### src/rtl/cfg_pkg.sv
package cfg_pkg;
  localparam int unsigned CFG_W   = 24;
  localparam int unsigned VDW_MIN = 4;

  typedef struct packed {
    logic [1:0] cap;
    logic       duty;
    logic [1:0] clk2;
    logic [2:0] odiv;
    logic [8:0] vdw;
    logic [6:0] rdw;
  } cfg_word_t;

  localparam logic [CFG_W-1:0] CFG_DEFAULT = 24'h230406;

  function automatic logic cfg_illegal(cfg_word_t w);
    return (w.vdw < 9'(VDW_MIN)) || (w.rdw == '0);
  endfunction
endpackage

### src/rtl/cfg_sync.sv
module cfg_sync #(
  parameter int unsigned W       = 3,
  parameter int unsigned STAGES  = 2,
  parameter logic [W-1:0] RST_VAL = '0
) (
  input  logic         clk_i,
  input  logic         rst_ni,
  input  logic [W-1:0] async_i,
  output logic [W-1:0] level_o,
  output logic [W-1:0] rise_o
);
  logic [W-1:0] pipe_q [STAGES];
  logic [W-1:0] prev_q;

  for (genvar s = 0; s < STAGES; s++) begin : g_stage
    always_ff @(posedge clk_i or negedge rst_ni) begin
      if (!rst_ni) pipe_q[s] <= RST_VAL;
      else if (s == 0) pipe_q[s] <= async_i;
      else pipe_q[s] <= pipe_q[(s == 0) ? 0 : s-1];
    end
  end

  always_ff @(posedge clk_i or negedge rst_ni) begin
    if (!rst_ni) prev_q <= RST_VAL;
    else prev_q <= pipe_q[STAGES-1];
  end

  assign level_o = pipe_q[STAGES-1];
  assign rise_o  = pipe_q[STAGES-1] & ~prev_q;
endmodule

### src/rtl/cfg_shift.sv
module cfg_shift #(
  parameter int unsigned W = cfg_pkg::CFG_W
) (
  input  logic         clk_i,
  input  logic         rst_ni,
  input  logic         shift_i,
  input  logic         data_i,
  output logic [W-1:0] sh_o,
  output logic [W-1:0] sh_next_o
);
  logic [W-1:0] sh_q;

  assign sh_next_o = {sh_q[W-2:0], data_i};

  always_ff @(posedge clk_i or negedge rst_ni) begin
    if (!rst_ni) sh_q <= '0;
    else if (shift_i) sh_q <= sh_next_o;
  end

  assign sh_o = sh_q;

  assert_shift_in_R1: assert property (@(posedge clk_i) disable iff (!rst_ni)
    shift_i |=> (sh_q[0] == $past(data_i)) && (sh_q[W-1:1] == $past(sh_q[W-2:0])));
endmodule

### src/rtl/cfg_latch.sv
module cfg_latch
  import cfg_pkg::*;
(
  input  logic      clk_i,
  input  logic      rst_ni,
  input  logic      load_i,
  input  cfg_word_t word_i,
  output cfg_word_t cfg_o,
  output logic      err_o,
  output logic      upd_o
);
  cfg_word_t cfg_q;
  logic      err_q, upd_q;

  always_ff @(posedge clk_i or negedge rst_ni) begin
    if (!rst_ni) begin
      cfg_q <= cfg_word_t'(CFG_DEFAULT);
      err_q <= 1'b0;
      upd_q <= 1'b0;
    end else begin
      upd_q <= load_i;
      if (load_i) begin
        cfg_q <= word_i;
        err_q <= cfg_illegal(word_i);
      end
    end
  end

  assign cfg_o = cfg_q;
  assign err_o = err_q;
  assign upd_o = upd_q;

  assert_no_silent_change_R7: assert property (@(posedge clk_i) disable iff (!rst_ni)
    (cfg_q != $past(cfg_q)) |-> upd_q);
  assert_single_pulse_R7: assert property (@(posedge clk_i) disable iff (!rst_ni)
    upd_q |=> !upd_q);
  assert_err_tracks_R8: assert property (@(posedge clk_i) disable iff (!rst_ni)
    upd_q |-> (err_q == ((cfg_q.vdw < 9'(VDW_MIN)) || (cfg_q.rdw == 7'd0))));
  assert_err_sticky_R8: assert property (@(posedge clk_i) disable iff (!rst_ni)
    !upd_q |-> $stable(err_q));
endmodule

### src/rtl/serial_cfg_rx.sv
module serial_cfg_rx
  import cfg_pkg::*;
#(
  parameter int unsigned SYNC_STAGES = 2
) (
  input  logic       clk_i,
  input  logic       rst_ni,
  input  logic       sclk_i,
  input  logic       sdata_i,
  input  logic       strobe_i,
  input  logic       pd_ni,
  output logic [6:0] ref_div_o,
  output logic [8:0] vco_div_o,
  output logic [2:0] out_div_o,
  output logic [1:0] clk2_sel_o,
  output logic       duty_sel_o,
  output logic [1:0] cap_sel_o,
  output logic       clk_oe_o,
  output logic       cfg_err_o,
  output logic       cfg_upd_o
);
  localparam int unsigned NSYNC = 4;
  // lane order: pd, strobe, sclk, data
  logic [NSYNC-1:0] lvl, rise;
  logic [CFG_W-1:0] sh, sh_next;
  logic             load;
  cfg_word_t        load_word, cfg;

  cfg_sync #(.W(NSYNC), .STAGES(SYNC_STAGES), .RST_VAL(4'b1000)) u_sync (
    .clk_i   (clk_i),
    .rst_ni  (rst_ni),
    .async_i ({pd_ni, strobe_i, sclk_i, sdata_i}),
    .level_o (lvl),
    .rise_o  (rise)
  );

  cfg_shift #(.W(CFG_W)) u_shift (
    .clk_i     (clk_i),
    .rst_ni    (rst_ni),
    .shift_i   (rise[1]),
    .data_i    (lvl[0]),
    .sh_o      (sh),
    .sh_next_o (sh_next)
  );

  // transparent while strobe is high: each shift also loads
  assign load      = rise[2] | (lvl[2] & rise[1]);
  assign load_word = cfg_word_t'(rise[1] ? sh_next : sh);

  cfg_latch u_latch (
    .clk_i  (clk_i),
    .rst_ni (rst_ni),
    .load_i (load),
    .word_i (load_word),
    .cfg_o  (cfg),
    .err_o  (cfg_err_o),
    .upd_o  (cfg_upd_o)
  );

  assign ref_div_o  = cfg.rdw;
  assign vco_div_o  = cfg.vdw;
  assign out_div_o  = cfg.odiv;
  assign clk2_sel_o = cfg.clk2;
  assign duty_sel_o = cfg.duty;
  assign cap_sel_o  = cfg.cap;
  assign clk_oe_o   = lvl[3];

  assert_quiet_without_strobe_R4: assert property (@(posedge clk_i) disable iff (!rst_ni)
    (!lvl[2] && !$past(lvl[2])) |=> !cfg_upd_o);
  assert_strobe_loads_R2: assert property (@(posedge clk_i) disable iff (!rst_ni)
    rise[2] |=> cfg_upd_o && (cfg == $past(load_word)));
endmodule

### config.mk
export PLATFORM = sky130hd
export DESIGN_NAME = serial_cfg_rx
export DESIGN_NICKNAME = d
export VERILOG_FILES = /design/src/rtl/cfg_pkg.sv /design/src/rtl/cfg_sync.sv /design/src/rtl/cfg_shift.sv /design/src/rtl/cfg_latch.sv /design/src/rtl/serial_cfg_rx.sv
export SDC_FILE = /design/constraint.sdc
export NUM_CORES = 1
export LEC_CHECK = 0
export ABC_CLOCK_PERIOD_IN_PS = 2300
export BUFFER_PORTS_ARGS = -buffer_cell sky130_fd_sc_hd__buf_2
export CORE_UTILIZATION = 49
export DETAILED_ROUTE_END_ITERATION = 7
export GPL_TIMING_DRIVEN = 0
export HOLD_SLACK_MARGIN = 0.03
export PLACE_DENSITY = 0.82
export REMOVE_ABC_BUFFERS = 1
export SYNTH_ARGS = -nofsm -noshare
export SYNTH_HDL_FRONTEND = slang
export SYNTH_SLANG_ARGS = --single-unit
### constraint.sdc
create_clock -name clk_i -period 2.3 [get_ports clk_i]
set_clock_uncertainty 0.05 [all_clocks]
set_input_delay 0.69 -clock clk_i [delete_from_list [all_inputs] [get_ports clk_i]]
set_output_delay 0.69 -clock clk_i [all_outputs]
set_load 0.01 [all_outputs]
==> impl_metrics.ini <==
[sta]
final_max_slew_viol_count = 0
hold_slack_ns = 0.295
relSlewSlack_pct = 42.3
finalSetupViolations = 0
period_share_pct = 83.7
tns_ns = 0
worst_pin_slew_ns = 0.866
final_hold_viol_count = 0
rsz0062_at_grt = no
max_freq_mhz = 520
fin_crit_ns = 1.92

[clock_tree]
clk_pin_slew_ns = 0.06
cts.htree.levels = 3
cts_buffers = 9
post_cts_buffers = 0
cts_tree = built
postCtsHoldBufs = 0
clock_sinks = 60
clk_latency_ns = 0.32
root_buffer = clkbuf_8
clockBufferDepth = 2
cts_resized = 0

[logic_synthesis]
synth.top_cell.area_share_pct = 58.4
yosys_warnings = 0
synth_top_area_cell = dfrtp_1
ys_top_cells_by_area = dfrtp_1, nand2_1, mux2_2, dfstp_2, buf_6
synth_area_um2 = 2230
syn_inst = 176
synth_enable_flop_cells = 0
ys_seq_area_share_pct = 67.8
postSynthAreaPerCell_um2 = 12.7
ys_ff_latch = 60
synth.distinct_cells = 20
yosysMostFrequentCell = nand2_1
async_flop_share_pct = 100
synthFlopType = dfrtp_1
synthTopCellsByCount = nand2_1, dfrtp_1, mux2_2

[critical_path]
critPathCaptureType = flip-flop
reg2reg_to = u_latch.cfg_o[0]
critical_path_arrival_ns = 2.08
startpoint_type = flip-flop
r2r_start = u_sync.level_o[1]
cp_max_fo = 25
r2r_slack_ns = 0.38
r2r_cells = 4
setup.worst_path.start = u_sync.level_o[1]
endpoint = u_latch.cfg_o[0]
crit_type = flip-flop to flip-flop
required_ns = 2.46

[routing]
drcViolationCount = 1
wl_met3_um = 161
dr.max_layer_used = met4
viasPerCell = 5.01
drtIter0Drc = 112
routed_wirelength_um = 3450
wl_per_cell_um = 12.9
num_vias = 1337
drtAntennaViolNets = 0
drtPass1Iterations = 6
met1Wirelength_um = 1550
route.met2.wl_um = 1670

[power_and_ir_drop]
p_clk_share_pct = 32.2
p_leak_nw = 1.39
powerDensity_nw_per_um2 = 939
power.switching_mw = 0.609
share_seq_of_total_power_pct = 53.7
combinationalPowerShare_pct = 14.2
internal_power_mw = 1.78
peakVddDrop_v = 0.000543
p_total_mw = 2.39
swShare_pct = 25.5

[floorplanning]
core_um2 = 4350
start_util_pct = 51.2
die_x_um = 69.4
io_pins = 33
die_area_um2 = 4820
die_h_um = 69.4
placementRows = 24

[placement]
port_buffers = 32
dp_cells = 252
hpwl_um = 2170
place.gp.congestion = 0.716

[finish]
fin_nets = 217
fillers = 340
n_antenna_cell = 0
multiInputGateArea_um2 = 638
synthToLayoutAreaGrowth_pct = 14.0
final_util_pct = 58.4
drive_above_1_share_pct = 35.8
layout.cells.non_filler = 267
regArea_um2 = 1510

[global_routing]
grt_pass1_vias = 1317
antenna_found_initial = 0
grt_pass1_wl_um = 5830
grt_max_degree = 61
grt.total_usage_pct = 16.4
grt-ovfl-total = 0

[hold_path]
hp-class = flip-flop to flip-flop

[job]
cap_violations = 0

[outcome]
failed_checks = DRC
status = complete, but fails checks
==> cells by family (layout without fill, tap and decap cells) <==
family	after synthesis	after routing	synth area share, %
simple gates	79	79	14.7
buf+inv	10	49	3.54
compound gates	3	3	1.35
flops	60	60	67.8
mux	24	24	12.6
==> cells in the final DEF, fill, tap and decap left out, types with 2 or more instances in the layout <==
master and instances:
nor2_1 2, dfrtp_1 52, buf_2 31, clkbuf_8 10, clkbuf_1 5, nor4_1 2, dfstp_2 8, mux2_2 21
nand2_1 69, mux2_4 3
==> critical path: stages, from the launching register on <==
cell	delay [ns]
dfrtp_1	0.39
nor2b_4	0.22
o21ai_4	0.66
inv_2	0.16
mux2_4	0.33
==> final cells by class <==
cell class | count | area share (%)
Timing Repair Buffer | 32 | 6.40
Clock buffer | 15 | 6.15
Sequential cell | 60 | 59.5
Tap cell | 52 | 2.56
Inverter | 2 | 0.295
Multi-Input combinational cell | 106 | 25.1
==> layer usage <==
layer	vias to the layer above	global-route usage [%]
li1	640	-
met1	656	20.2
met2	34	23.5
met3	7	6.25
met4	0	11.8
met5	-	0
==> worst min path at each step <==
stage / start / endpoint / slack, ns / cells past startpoint
2_1_floorplan: u_sync.pipe_q[4] / u_sync.level_o[0] / 0.28 / 0
3_3_place_gp: u_sync.pipe_q[6] / u_sync.level_o[2] / 0.28 / 0
3_5_place_dp: u_sync.pipe_q[5] / u_sync.level_o[1] / 0.28 / 0
4_1_cts: u_sync.pipe_q[5] / u_sync.level_o[1] / 0.30 / 0
5_1_grt: u_sync.pipe_q[6] / u_sync.level_o[2] / 0.30 / 0
6_report: u_sync.pipe_q[6] / u_sync.level_o[2] / 0.30 / 0
==> stage by stage <==
step           setup slack [ns]  cell area [um2]
2_1_floorplan             0.655             2160
3_3_place_gp              0.370             2380
3_5_place_dp              0.366             2380
5_1_grt                   0.257             2540
6_report                  0.376             2540
4_1_cts                   0.338             2540
==> state kept, by name, summed over array words and instances, names as in the netlist <==
signal	flops
u_latch.cfg_o	24
u_latch.err_o	1
u_latch.upd_o	1
u_shift.sh_o	24
u_sync.level_o	4
u_sync.pipe_q	4
u_sync.prev_q	2
==> power by group through the flow <==
stage / combinational (mW) / clock, mW / sequential [mW]
final: 0.338 / 0.768 / 1.28
after global routing: 0.376 / 0.843 / 1.30
after CTS: 0.346 / 0.790 / 1.28
after detailed placement: 0.344 / 0 / 1.30
after global placement: 0.333 / 0 / 1.29
after floorplan: 0.176 / 0 / 1.32
(Power assumes the default switching activity.)
